**config.mk**
```make
export PLATFORM = sky130hd
export DESIGN_NAME = uart_regif
export DESIGN_NICKNAME = d
export VERILOG_FILES = /design/src/rtl/uart_regif_pkg.sv /design/src/rtl/regif_byte_fifo.sv /design/src/rtl/regif_irq.sv /design/src/rtl/uart_regif.sv
export SDC_FILE = /design/constraint.sdc
export NUM_CORES = 1
export LEC_CHECK = 0
export BUFFER_PORTS_ARGS = -buffer_cell sky130_fd_sc_hd__buf_4
export CAP_MARGIN = 20
export CORE_AREA = 2 2 191 193
export CTS_BUF_LIST = sky130_fd_sc_hd__clkbuf_16
export DETAILED_ROUTE_END_ITERATION = 7
export DIE_AREA = 0 0 193 195
export PLACE_DENSITY = 0.65
export SLEW_MARGIN = 20
export SYNTH_ARGS = -nofsm -noshare
export SYNTH_HDL_FRONTEND = slang
export SYNTH_SLANG_ARGS = --single-unit
```
**constraint.sdc**
```tcl
create_clock -name clk -period 3.6 [get_ports clk]
set_input_delay 0.54 -clock clk [delete_from_list [all_inputs] [get_ports clk]]
set_output_delay 0.54 -clock clk [all_outputs]
set_load 0.005 [all_outputs]
```
**src/rtl/uart_regif_pkg.sv**
```systemverilog
package uart_regif_pkg;

  // Control word bit positions that software decodes
  localparam int unsigned BIT_RX_NE    = 16;
  localparam int unsigned BIT_RX_HALF  = 17;
  localparam int unsigned BIT_RX_FULL  = 18;
  localparam int unsigned BIT_TX_EMPTY = 19;
  localparam int unsigned BIT_TX_NHALF = 20;
  localparam int unsigned BIT_TX_FULL  = 21;
  localparam int unsigned BIT_IE_LO    = 22;
  localparam int unsigned BIT_IE_HI    = 26;
  localparam int unsigned BIT_RX_FLUSH = 28;
  localparam int unsigned BIT_TX_FLUSH = 29;
  localparam int unsigned BIT_RX_OVR   = 30;
  localparam int unsigned BIT_BUSY     = 31;

  // Line configuration, packed so that enable is bit 0 and divisor bits 15:6
  typedef struct packed {
    logic [9:0] divisor;
    logic [2:0] prescale;
    logic       flow;
    logic       sim;
    logic       enable;
  } line_cfg_t;

  // Interrupt enables, packed to match bits 26:22
  typedef struct packed {
    logic tx_nhalf;
    logic tx_empty;
    logic rx_full;
    logic rx_half;
    logic rx_ne;
  } irq_en_t;

endpackage

```
**src/rtl/regif_byte_fifo.sv**
```systemverilog
module regif_byte_fifo #(
  parameter int unsigned DEPTH_LOG2 = 4,
  parameter int unsigned WIDTH      = 8
) (
  input  logic                  clk,
  input  logic                  rst_n,
  input  logic                  flush,
  input  logic                  push,
  input  logic [WIDTH-1:0]      push_data,
  input  logic                  pop,
  output logic [WIDTH-1:0]      head,
  output logic [DEPTH_LOG2:0]   level,
  output logic                  empty,
  output logic                  full
);
  localparam int unsigned DEPTH = 1 << DEPTH_LOG2;

  logic [WIDTH-1:0]      mem [DEPTH];
  logic [DEPTH_LOG2-1:0] wr_ptr, rd_ptr;
  logic                  do_push, do_pop;

  assign empty   = (level == '0);
  assign full    = level[DEPTH_LOG2];
  assign do_push = push && !full && !flush;
  assign do_pop  = pop && !empty && !flush;
  assign head    = mem[rd_ptr];

  always_ff @(posedge clk) begin
    if (do_push) mem[wr_ptr] <= push_data;
  end

  always_ff @(posedge clk) begin
    if (!rst_n || flush) begin
      wr_ptr <= '0;
      rd_ptr <= '0;
      level  <= '0;
    end else begin
      if (do_push) wr_ptr <= wr_ptr + 1'b1;
      if (do_pop)  rd_ptr <= rd_ptr + 1'b1;
      case ({do_push, do_pop})
        2'b10:   level <= level + 1'b1;
        2'b01:   level <= level - 1'b1;
        default: level <= level;
      endcase
    end
  end
endmodule

```
**src/rtl/regif_irq.sv**
```systemverilog
module regif_irq
  import uart_regif_pkg::*;
(
  input  logic    enable,
  input  irq_en_t ie,
  input  logic    rx_ne,
  input  logic    rx_half,
  input  logic    rx_full,
  input  logic    tx_empty,
  input  logic    tx_nhalf,
  output logic    irq_rx,
  output logic    irq_tx
);
  logic [2:0] rx_terms;
  logic [1:0] tx_terms;

  always_comb begin
    rx_terms = {ie.rx_full & rx_full, ie.rx_half & rx_half, ie.rx_ne & rx_ne};
    tx_terms = {ie.tx_nhalf & tx_nhalf, ie.tx_empty & tx_empty};
    irq_rx   = enable & (|rx_terms);
    irq_tx   = enable & (|tx_terms);
  end
endmodule

```
**src/rtl/uart_regif.sv**
```systemverilog
module uart_regif
  import uart_regif_pkg::*;
#(
  parameter int unsigned ADDR_W  = 4,
  parameter int unsigned RX_LOG2 = 4,
  parameter int unsigned TX_LOG2 = 4
) (
  input  logic              clk,
  input  logic              rst_n,
  input  logic [ADDR_W-1:0] bus_addr,
  input  logic              bus_wr,
  input  logic [31:0]       bus_wdata,
  input  logic              bus_rd,
  output logic [31:0]       bus_rdata,
  output logic              tx_out_valid,
  input  logic              tx_out_ready,
  output logic [7:0]        tx_out_data,
  input  logic              rx_in_valid,
  output logic              rx_in_ready,
  input  logic [7:0]        rx_in_data,
  input  logic              eng_busy,
  output logic              cfg_enable,
  output logic              cfg_sim,
  output logic              cfg_flow,
  output logic [2:0]        cfg_prescale,
  output logic [9:0]        cfg_divisor,
  output logic              irq_rx,
  output logic              irq_tx
);
  localparam logic [ADDR_W-1:0] CTRL_ADDR = '0;
  localparam logic [ADDR_W-1:0] DATA_ADDR = ADDR_W'(4);
  localparam logic [RX_LOG2:0]  RX_HALF   = (RX_LOG2+1)'(1) << (RX_LOG2-1);
  localparam logic [TX_LOG2:0]  TX_HALF   = (TX_LOG2+1)'(1) << (TX_LOG2-1);
  localparam logic [3:0]        RX_LOG2_F = 4'(RX_LOG2);
  localparam logic [3:0]        TX_LOG2_F = 4'(TX_LOG2);

  line_cfg_t cfg_q;
  irq_en_t   ie_q;
  logic      ovr_q;

  logic ctrl_wr, data_wr, ctrl_rd, data_rd;
  logic rx_flush, tx_flush, rx_take;
  logic [7:0]       rx_head;
  logic [RX_LOG2:0] rx_level;
  logic [TX_LOG2:0] tx_level;
  logic rx_empty, rx_full, tx_empty, tx_full, rx_half, tx_nhalf;
  logic [31:0] ctrl_image;
  logic unused_wdata;

  assign unused_wdata = ^{bus_wdata[31:30], bus_wdata[27], bus_wdata[21:16]};

  // Address decode
  assign ctrl_wr  = bus_wr && (bus_addr == CTRL_ADDR);
  assign data_wr  = bus_wr && (bus_addr == DATA_ADDR);
  assign ctrl_rd  = bus_rd && (bus_addr == CTRL_ADDR);
  assign data_rd  = bus_rd && (bus_addr == DATA_ADDR);
  assign rx_flush = ctrl_wr && bus_wdata[BIT_RX_FLUSH];
  assign tx_flush = ctrl_wr && bus_wdata[BIT_TX_FLUSH];

  // Configuration and interrupt-enable storage
  always_ff @(posedge clk) begin
    if (!rst_n) begin
      cfg_q <= '0;
      ie_q  <= '0;
    end else if (ctrl_wr) begin
      cfg_q <= line_cfg_t'(bus_wdata[15:0]);
      ie_q  <= irq_en_t'(bus_wdata[BIT_IE_HI:BIT_IE_LO]);
    end
  end

  assign cfg_enable   = cfg_q.enable;
  assign cfg_sim      = cfg_q.sim;
  assign cfg_flow     = cfg_q.flow;
  assign cfg_prescale = cfg_q.prescale;
  assign cfg_divisor  = cfg_q.divisor;

  // Transmit path
  regif_byte_fifo #(.DEPTH_LOG2(TX_LOG2), .WIDTH(8)) u_tx_fifo (
    .clk       (clk),
    .rst_n     (rst_n),
    .flush     (tx_flush),
    .push      (data_wr),
    .push_data (bus_wdata[7:0]),
    .pop       (tx_out_valid && tx_out_ready),
    .head      (tx_out_data),
    .level     (tx_level),
    .empty     (tx_empty),
    .full      (tx_full)
  );

  assign tx_out_valid = cfg_q.enable && !tx_empty;

  // Receive path
  assign rx_in_ready = cfg_q.enable;
  assign rx_take     = rx_in_valid && rx_in_ready;

  regif_byte_fifo #(.DEPTH_LOG2(RX_LOG2), .WIDTH(8)) u_rx_fifo (
    .clk       (clk),
    .rst_n     (rst_n),
    .flush     (rx_flush),
    .push      (rx_take),
    .push_data (rx_in_data),
    .pop       (data_rd),
    .head      (rx_head),
    .level     (rx_level),
    .empty     (rx_empty),
    .full      (rx_full)
  );

  always_ff @(posedge clk) begin
    if (!rst_n) begin
      ovr_q <= 1'b0;
    end else if (rx_flush || (ctrl_wr && !bus_wdata[0])) begin
      ovr_q <= 1'b0;
    end else if (rx_take && rx_full) begin
      ovr_q <= 1'b1;
    end
  end

  assign rx_half  = (rx_level >= RX_HALF);
  assign tx_nhalf = (tx_level <  TX_HALF);

  // Status image
  always_comb begin
    ctrl_image                          = '0;
    ctrl_image[15:0]                    = cfg_q;
    ctrl_image[BIT_RX_NE]               = !rx_empty;
    ctrl_image[BIT_RX_HALF]             = rx_half;
    ctrl_image[BIT_RX_FULL]             = rx_full;
    ctrl_image[BIT_TX_EMPTY]            = tx_empty;
    ctrl_image[BIT_TX_NHALF]            = tx_nhalf;
    ctrl_image[BIT_TX_FULL]             = tx_full;
    ctrl_image[BIT_IE_HI:BIT_IE_LO]     = ie_q;
    ctrl_image[BIT_RX_OVR]              = ovr_q;
    ctrl_image[BIT_BUSY]                = eng_busy || !tx_empty;
  end

  // Registered read port
  always_ff @(posedge clk) begin
    if (!rst_n) begin
      bus_rdata <= '0;
    end else if (ctrl_rd) begin
      bus_rdata <= ctrl_image;
    end else if (data_rd) begin
      bus_rdata <= {16'h0, TX_LOG2_F, RX_LOG2_F, rx_empty ? 8'h00 : rx_head};
    end else if (bus_rd) begin
      bus_rdata <= '0;
    end
  end

  regif_irq u_irq (
    .enable   (cfg_q.enable),
    .ie       (ie_q),
    .rx_ne    (!rx_empty),
    .rx_half  (rx_half),
    .rx_full  (rx_full),
    .tx_empty (tx_empty),
    .tx_nhalf (tx_nhalf),
    .irq_rx   (irq_rx),
    .irq_tx   (irq_tx)
  );
endmodule

```
==> reports/qor.txt, run 1 <==
Port bufs -> 98
Final setup fails -> 0
Setup TNS -> 0 ns
DP Worst Slack -> 0.4144 ns
Worst-Skew Late Latency -> 0.51 ns
Peak VDD IR -> 0.4737 mV
Avg Cell Area, Syn -> 15.16 µm²
Clk_skew -> 0.01395 ns
Buf/Inv on CP -> 2
Hold buffers post-CTS -> 0
Period minus WS final -> 3.053 ns
Cell count after synthesis -> 925
# nets final -> 1084
Crit-path max cell delay -> 0.58 ns
Row cnt -> 69
Max H-tree Level -> 2
CTS Buf Count -> 35
Outcome -> finished, final reports clean
Maximum clock frequency -> 327.6 MHz
Drt drc -> 0
Register area share after synthesis -> 0.6695
Layout fillers -> 3124
Max-cap violations -> 0
Vias -> 7770
First-pass iteration count of the detailed router -> 5
IO Count -> 111
CP max stage cell -> dfxtp_1
Worst setup margin -> 0.5473 ns
Die X -> 193 µm
Grt ovf -> 0
Ys flop type -> edfxtp_1
Final HPWL DP -> 19.83 mm
Netlist cell types -> 63
EDFF count, synth -> 256
Routed wire length -> 29.58 mm
Core area -> 35400 µm²
Critical Path, Cell by Cell -> buf_4 -> mux4_1 -> mux4_2 -> buf_4
Worst Path Class, Setup -> reg2out
Top cell by count, worst path -> buf_4
Hold crit path type -> in2reg
Maximum fanout along the worst path -> 23
Routed WL per cell -> 19.71 µm
Detail Route Antenna Nets -> 0
Layout cell share with drive strength beyond 1 -> 0.2048
Critical Path Sink Type -> output pin
Static leakage -> 5.497 nW
Crit-path leading delay family -> multiplexers
RSZ-0062 raised after global routing -> no
Root Buffer -> clkbuf_16
GRT Overall Usage -> 0.1556
Worst EP required -> 3.06 ns
1st-iter DRT viols -> 575
Synth async-reset ratio -> 0
Met3 WL -> 1.726 mm
Slew HR -> 0.3357
Antenna cell count -> 0
CTS max path bufs -> 3
Clk slew on worst S/H paths -> 0.06 ns
Post-CTS sizing -> 0
First-pass GRT wire length -> 44.73 mm
Routability cong. -> 0.8372
Die footprint -> 37640 µm²
Vias in the first global route -> 7672
Synthesis warning total -> 0
Starting Density -> 0.3962
Fin. Hold Viols -> 0
Vias per inst -> 5.177
Power per cell area -> 484.7 nW/µm²
Post-synthesis sequential element count -> 341
M1 wire length -> 12.67 mm
# clock sinks -> 341
Initial antenna violation count -> 0
Highest routed metal layer -> met4
Period utilization -> 0.8480
Post-synthesis cell area -> 14020 µm²
Post-CTS setup buffer count -> 0
Final Slew Violations -> 0
Worst setup SP type -> flop
Largest net degree at the start of global routing -> 55
Data arrival, critical path -> 2.51 ns
Synthesis-to-layout area growth -> 15.70%
Met2 wire length -> 14.54 mm
CTS tree -> done
DIE HEIGHT -> 195 µm
Worst-Margin Slew -> 0.9928 ns
## final timing paths
check / depth (start not counted) / start / slack, ns / to
hold / removal: 3 / bus_wdata[25] / 0.29 / ctrl_image[25]$_SDFFE_PN0N_
hold reg to reg: 2 / bus_rdata[17]$_SDFFE_PN0P_ / 0.46 / bus_rdata[17]$_SDFFE_PN0P_
setup / recovery: 4 / flop / 0.55 / tx_out_data[1]
setup reg to reg: 12 / u_tx_fifo.level[2]$_SDFFE_PP0P_ / 0.76 / u_tx_fifo.level[4]$_SDFFE_PP0P_
## through the flow
step           cells  hold slack, ns  utilization  power [W]  area, µm²
6_report        1501          0.2909       0.4584   0.007866      16230
5_1_grt         1501          0.2822       0.4584   0.008086      16230
4_1_cts         1500          0.2685       0.4577   0.007929      16200
3_5_place_dp    1438          0.4544       0.4264   0.004473      15090
3_3_place_gp    1438          0.4456       0.4264   0.004469      15090
2_1_floorplan    927          0.4481            -   0.004368      14030
## kinds of logic (layout without fill, tap and decap cells)
kind of cell	after synthesis	count (layout)	synth area share
AO/OA/AOI/OAI	137	137	0.07307
XOR/XNOR	18	18	0.01124
adder cells (fa/ha/maj)	18	18	0.01659
buffers and inverters	86	199	0.03479
flip-flops	341	341	0.6695
multiplexers	100	100	0.1146
other	1	3	0.0002674
AND/OR/NAND/NOR	224	224	0.07994
## tightest hold or removal path, stage by stage
cell and delay (ns):
buf_4 0.11, nand2_1 0.05, a21boi_1 0.05
## synthesized netlist by cell type, types with 11 or more instances
cell type	instances	area share
a21boi_0	21	0.011
a21oi_1	11	0.0039
dfxtp_1	85	0.12
mux4_1	24	0.045
o21ai_0	17	0.0061
mux4_2	16	0.026
nor2b_1	31	0.014
nor2_1	56	0.015
edfxtp_1	256	0.55
a22oi_1	29	0.016
nand2_1	70	0.019
a22o_1	11	0.0069
mux2_2	13	0.010
buf_2	14	0.0050
clkbuf_1	25	0.0067
nor3_1	11	0.0039
ha_1	17	0.015
inv_1	13	0.0035
xor2_1	11	0.0069
mux2i_1	47	0.034
buf_4	21	0.011
## sequential cells by signal, indices dropped and copies added (netlist names), 5 cells and up, named ones only
register and count:
u_rx_fifo.mem 128, u_tx_fifo.level 5, ctrl_image 5, u_rx_fifo.level 5, u_tx_fifo.mem 128, bus_rdata 29, cfg_divisor 10
## where the power goes
group,switching [W],internal (W)
Sequential,0.00000503,0.00422
Clock,0.00144,0.00203
Combinational,0.000105,0.0000573
## placed cells by master (no fill, tap or decap), types with 24 or more instances in the layout
master / netlist / layout
buf_4: 21 / 122
nand2_1: 70 / 70
edfxtp_1: 256 / 256
nor2b_1: 31 / 31
mux2i_1: 47 / 47
nor2_1: 56 / 56
dfxtp_1: 85 / 82
clkbuf_16: 0 / 36
a22oi_1: 29 / 29
mux4_1: 24 / 24
## layout make-up
type                    count  area, µm²  share of cell area
repair buffers            123      943.4             0.05814
flip-flops and latches    341       9393              0.5788
clock inverters            26      205.2             0.01265
well taps                 461      576.8             0.03555
clock buffers              36      900.9             0.05552
multi-input cells         500       4155              0.2561
inverters                  14      52.55            0.003238
## metal layers
| layer | vias up | track usage |
|---|---|---|
| met1 | 3803 | 0.2115 |
| met5 | - | 0 |
| met2 | 223 | 0.2579 |
| met3 | 52 | 0.02660 |
| li1 | 3692 | - |
| met4 | 0 | 0.04181 |
(Power assumes the default switching activity.)
==> run 2: changes to the inputs <==
==> constraint.sdc (replaced) <==
create_clock -name clk -period 2.9 [get_ports clk]
set_input_delay 0.435 -clock clk [delete_from_list [all_inputs] [get_ports clk]]
set_output_delay 0.435 -clock clk [all_outputs]
set_load 0.005 [all_outputs]
==> reports/qor.txt, run 2 (synthesized netlist as in run 1, its figures left out) <==
Starting Density -> 0.3962 (unchanged)
Final setup fails -> 0 (unchanged)
Final std cells w/o fill -> 1532 (+2.1%)
CTS Buf Count -> 35 (unchanged)
Clk slew on worst S/H paths -> 0.06 ns (about the same)
Clk pwr share -> 0.444 (+0.002)
Outcome -> finished, final reports clean
Most used routing layer in global routing -> met2
Period utilization -> 0.9639
Vias in the first global route -> 7953 (+3.7%)
Worst-Margin Slew -> 1.063 ns (+0.07007 ns)
Die X -> 193 µm (unchanged)
Detail Route Antenna Nets -> 0 (unchanged)
Synthesis-to-layout area growth -> 17.47%
Maximum fanout along the worst path -> 13 (-43%)
Met1 GRT Util -> 0.2202 (+0.008738)
DIE HEIGHT -> 195 µm (unchanged)
Vias per inst -> 5.220 (+0.84%)
Power per cell area -> 594.5 nW/µm² (+23%)
CTS max path bufs -> 3 (unchanged)
CP max stage cell -> mux4_1
Hold crit path type -> in2reg
Slew HR -> 0.2906 (-0.04505)
# nets final -> 1113 (+2.7%)
Core Util, Final -> 0.4654 (+0.006998)
Initial antenna violation count -> 1 (+1)
Worst setup SP type -> flop
Max H-tree Level -> 2 (unchanged)
Routability cong. -> 0.8831 (+5.5%)
Static leakage -> 5.641 nW (+2.6%)
Power Total -> 0.009795 W (+25%)
Routed wire length -> 30.38 mm (+2.7%)
# clock sinks -> 341 (unchanged)
GRT Overall Usage -> 0.1632 (+0.007584)
Fin. Hold Viols -> 0 (unchanged)
Data arrival, critical path -> 2.36 ns (-0.15 ns)
Worst Path Class, Setup -> reg2out
Worst EP required -> 2.47 ns (-0.59 ns)
Met3 Resource Use GR -> 0.02965 (+0.003055)
Port bufs -> 98 (unchanged)
Max-cap violations -> 0 (unchanged)
Root Buffer -> clkbuf_16
P_int -> 0.007838 W (+24%)
Most frequent cells in the layout -> 256 x edfxtp_1, 150 x buf_4, 82 x dfxtp_1
Die footprint -> 37640 µm² (unchanged)
Biggest regs -> u_rx_fifo.mem: 128 flops, u_tx_fifo.mem: 128 flops, bus_rdata: 29 flops
IO Count -> 111 (unchanged)
Drt drc -> 0 (unchanged)
Cell Area, Placed -> 15320 µm² (+1.5%)
Vias -> 7997 (+2.9%)
Crit-path max cell delay -> 0.60 ns (+0.02 ns)
Flop pwr share -> 0.536 (-0.002)
Final HPWL DP -> 20.11 mm (+1.4%)
Post-Place Cells -> 1466 (+1.9%)
First-pass GRT wire length -> 46.63 mm (+4.3%)
Peak VDD IR -> 0.4985 mV (+5.2%)
Row cnt -> 69 (unchanged)
Layout cell share with drive strength beyond 1 -> 0.2290 (+0.02416)
Routed WL per cell -> 19.83 µm (+0.61%)
Setup TNS -> 0 ns (unchanged)
Maximum clock frequency -> 357.7 MHz
First-pass iteration count of the detailed router -> 5 (unchanged)
RSZ-0062 raised after global routing -> no
Combinational power share -> 0.021 (about the same)
Critical Path Sink Type -> output pin
Critical Path, Cell by Cell -> buf_12 -> mux4_1 -> mux4_2 -> buf_4
Period minus WS final -> 2.795 ns
P_sw -> 0.001957 W (+26%)
1st-iter DRT viols -> 491 (-15%)
Core area -> 35400 µm² (unchanged)
Final Slew Violations -> 0 (unchanged)
Grt ovf -> 0 (unchanged)
Worst-Skew Late Latency -> 0.52 ns (about the same)
Clk_skew -> 0.01528 ns (+0.001325 ns)
CTS tree -> done
M2 GR Usage -> 0.2697 (+0.01181)
Net Sw Frac -> 0.1998 (+0.002434)
Commonest non-fill, non-tap cell in the layout -> edfxtp_1
Design area -> 16470 µm² (+1.5%)
Largest net degree at the start of global routing -> 55 (unchanged)
-- run 2: routing by layer --
layer,up-vias,share of wire
met4,0,0.025
met2,189,0.49
met1,4000,0.44
met5,-,0
li1,3753,-
met3,55,0.048
-- run 2: worst paths after layout --
| kind | to | slack [ns] | from | cells after the start |
|---|---|---|---|---|
| worst max-delay path | tx_out_data[1] | 0.10 | flop | 4 |
| worst max register to register | u_rx_fifo.level[4]$_SDFFE_PP0P_ | 0.25 | u_rx_fifo.level[2]$_SDFFE_PP0P_ | 10 |
| worst min-delay path | cfg_divisor[9]$_SDFFE_PN0N_ | 0.17 | bus_wdata[15] | 3 |
| worst min register to register | bus_rdata[17]$_SDFFE_PN0P_ | 0.46 | bus_rdata[17]$_SDFFE_PN0P_ | 2 |
-- run 2: worst max-delay path: cells and delay by family (launching register included) --
kind | cells | cell delay [ns]
mux | 2 | 1.11
flops | 1 | 0.41
buf+inv | 2 | 0.32
-- run 2: repair_timing --
action                                 in CTS  in global routing
hold buffers                                0                  0
gates cloned                                1                  0
setup endpoints to repair                   8                  4
endpoints found under the hold margin       0                  0
gates resized for setup                     1                  3
setup buffers                               1                  0
-- run 2: area by class of cell --
| class | instances | area [µm²] |
|---|---|---|
| Fill cell | 3080 | 18920 |
| Multi-Input combinational cell | 500 | 4165 |
| Antenna cell | 1 | 2.502 |
| Clock buffer | 36 | 900.9 |
| Clock inverter | 27 | 207.7 |
| Sequential cell | 341 | 9395 |
| Inverter | 14 | 52.55 |
| Tap cell | 461 | 576.8 |
| Timing Repair Buffer | 152 | 1174 |
-- run 2: per-stage QoR --
step | hold WS, ns | setup slack [ns]
after floorplan | 0.4481 | 0.1406
after global placement | 0.4507 | 0.07277
after detailed placement | 0.4525 | 0.03889
after CTS | 0.1545 | 0.02064
after global routing | 0.1515 | 0.04868
final | 0.1675 | 0.1047
-- run 2: power groups by stage --
stage	clock network [W]	registers (W)	logic (W)
after detailed placement	0	0.00535	0.000202
after global routing	0.00463	0.00525	0.000220
after floorplan	0	0.00535	0.0000683
after global placement	0	0.00535	0.000196
after CTS	0.00444	0.00525	0.000203
final	0.00434	0.00525	0.000202
==> run 3: changes to the inputs <==
==> constraint.sdc (replaced) <==
create_clock -name clk -period 3.09 [get_ports clk]
set_input_delay 0.4635 -clock clk [delete_from_list [all_inputs] [get_ports clk]]
set_output_delay 0.4635 -clock clk [all_outputs]
set_load 0.005 [all_outputs]
==> reports/qor.txt, run 3 (synthesized netlist as in run 1, its figures left out) <==
Synthesis-to-layout area growth -> 15.70%
First-pass GRT wire length -> 45.97 mm (-1.4%)
DIE HEIGHT -> 195 µm (unchanged)
Grt ovf -> 0 (unchanged)
Flop pwr share -> 0.563 (+0.027)
GRT Overall Usage -> 0.1599 (-0.003243)
Vias -> 7918 (-0.99%)
Clk pwr share -> 0.415 (-0.029)
Routed wire length -> 30.12 mm (-0.86%)
Root Buffer -> clkbuf_16
Vias in the first global route -> 7865 (-1.1%)
Layout fillers -> 3122 (+1.4%)
Cell Area, Placed -> 15250 µm² (-0.44%)
Worst-Margin Slew -> 0.8028 ns (-0.2601 ns)
Most frequent cells in the layout -> 256 x edfxtp_1, 140 x buf_4, 82 x dfxtp_1
Period minus WS final -> 2.893 ns
Die footprint -> 37640 µm² (unchanged)
IO Count -> 111 (unchanged)
Worst setup SP type -> flop
1st-iter DRT viols -> 611 (+24%)
Critical Path Sink Type -> output pin
Peak VDD IR -> 0.4454 mV (-11%)
Row cnt -> 69 (unchanged)
Starting Density -> 0.3962 (unchanged)
Hold crit path type -> in2reg
Largest net degree at the start of global routing -> 55 (unchanged)
Antenna cell count -> 0 (-1)
Slew HR -> 0.4510 (+0.1604)
Vias per inst -> 5.223 (about the same)
Fin. Hold Viols -> 0 (unchanged)
Port bufs -> 98 (unchanged)
Layout cell share with drive strength beyond 1 -> 0.2114 (-0.01760)
Clk slew on worst S/H paths -> 0.06 ns (about the same)
Max-cap violations -> 0 (unchanged)
Design area -> 16230 µm² (-1.5%)
Post-CTS setup buffer count -> 0 (-1)
Worst Path Class, Setup -> reg2out
Outcome -> finished, final reports clean
Final HPWL DP -> 19.92 mm (-0.93%)
RSZ-0062 raised after global routing -> no
Detail Route Antenna Nets -> 0 (unchanged)
Maximum clock frequency -> 345.7 MHz
Final std cells w/o fill -> 1516 (-1.0%)
CTS max path bufs -> 3 (unchanged)
Routed WL per cell -> 19.87 µm (+0.19%)
Drt drc -> 0 (unchanged)
First-pass iteration count of the detailed router -> 6 (+1)
P_int -> 0.007021 W (-10%)
Initial antenna violation count -> 0 (-1)
Commonest non-fill, non-tap cell in the layout -> edfxtp_1
Maximum fanout along the worst path -> 32 (+19)
Setup TNS -> 0 ns (unchanged)
Worst EP required -> 2.63 ns (+0.16 ns)
Routability cong. -> 0.9228 (+4.5%)
Final setup fails -> 0 (unchanged)
Post-Place Cells -> 1457 (-0.61%)
Period utilization -> 0.9361
CTS Buf Count -> 34 (-2.9%)
Net Sw Frac -> 0.1977 (-0.002143)
# clock sinks -> 341 (unchanged)
P_sw -> 0.001730 W (-12%)
CTS tree -> done
# nets final -> 1101 (-1.1%)
Core area -> 35400 µm² (unchanged)
Final Slew Violations -> 0 (unchanged)
Hold_ws -> 0.2182 ns (+0.05069 ns)
Clk_skew -> 0.01767 ns (+0.002388 ns)
Worst-Skew Late Latency -> 0.51 ns (about the same)
Hold wc startpoint -> bus_wdata[25]
Combinational power share -> 0.022 (about the same)
Die X -> 193 µm (unchanged)
Biggest regs -> u_rx_fifo.mem: 128 flops, u_tx_fifo.mem: 128 flops, bus_rdata: 29 flops
Data arrival, critical path -> 2.43 ns (+0.07 ns)
Max H-tree Level -> 2 (unchanged)
Post-CTS sizing -> 0 (-1)
RR Startpoint -> u_tx_fifo.level[3]$_SDFFE_PP0P_
Power per cell area -> 539.3 nW/µm² (-9.3%)
Static leakage -> 5.550 nW (-1.6%)
Hold buffers post-CTS -> 0 (unchanged)
[run 3: cell types whose count changed in the layout (fill, tap and decap cells not counted), sizes merged]
cell	change
diode	-1
clkinv	-5
inv	+8
buf	-11
clkbuf	-1
bufinv	-3
clkinvlp	-3
[run 3: final timing paths]
path | end | slack [ns] | depth (start not counted)
setup reg to reg | u_tx_fifo.level[4]$_SDFFE_PP0P_ | 0.31 | 12
setup / recovery | tx_out_data[6] | 0.20 | 4
hold reg to reg | bus_rdata[14]$_SDFFE_PN0P_ | 0.46 | 2
hold / removal | ctrl_image[25]$_SDFFE_PN0N_ | 0.22 | 3
[run 3: worst max-delay path, stage by stage, from the launching register on]
cell	delay, ns
dfxtp_2	0.34
buf_12	0.23
mux4_1	0.65
mux4_2	0.53
buf_4	0.16
[run 3: layout make-up]
| class | count | area, µm² | share of cell area |
|---|---|---|---|
| inverters | 14 | 52.55 | 0.003238 |
| clock buffers | 35 | 875.8 | 0.05397 |
| clock inverters | 24 | 96.34 | 0.005937 |
| multi-input cells | 500 | 4161 | 0.2565 |
| flip-flops and latches | 341 | 9393 | 0.5788 |
| well taps | 461 | 576.8 | 0.03555 |
| repair buffers | 141 | 1071 | 0.06600 |
[run 3: power groups by stage]
stage / logic, W / clock network, W / registers, W
after CTS: 0.000190 / 0.00372 / 0.00493
final: 0.000190 / 0.00363 / 0.00493
after global placement: 0.000185 / 0 / 0.00502
after global routing: 0.000206 / 0.00390 / 0.00493
after floorplan: 0.0000641 / 0 / 0.00503
after detailed placement: 0.000189 / 0 / 0.00502
[run 3: stage by stage]
stage / worst slack [ns] / utilization / total power, W
2_1_floorplan: 0.3021 / - / 0.005089
3_3_place_gp: 0.1470 / 0.4308 / 0.005209
3_5_place_dp: 0.06543 / 0.4308 / 0.005214
4_1_cts: 0.1856 / 0.4583 / 0.008833
5_1_grt: 0.05621 / 0.4584 / 0.009032
6_report: 0.1974 / 0.4584 / 0.008751
[run 3: per-layer routing]
metal | vias to the layer above | share of wire | global-route usage
met3 | 52 | 0.065 | 0.03361
li1 | 3728 | - | -
met2 | 225 | 0.49 | 0.2627
met1 | 3913 | 0.42 | 0.2160
met4 | 0 | 0.024 | 0.04181
met5 | - | 0 | 0
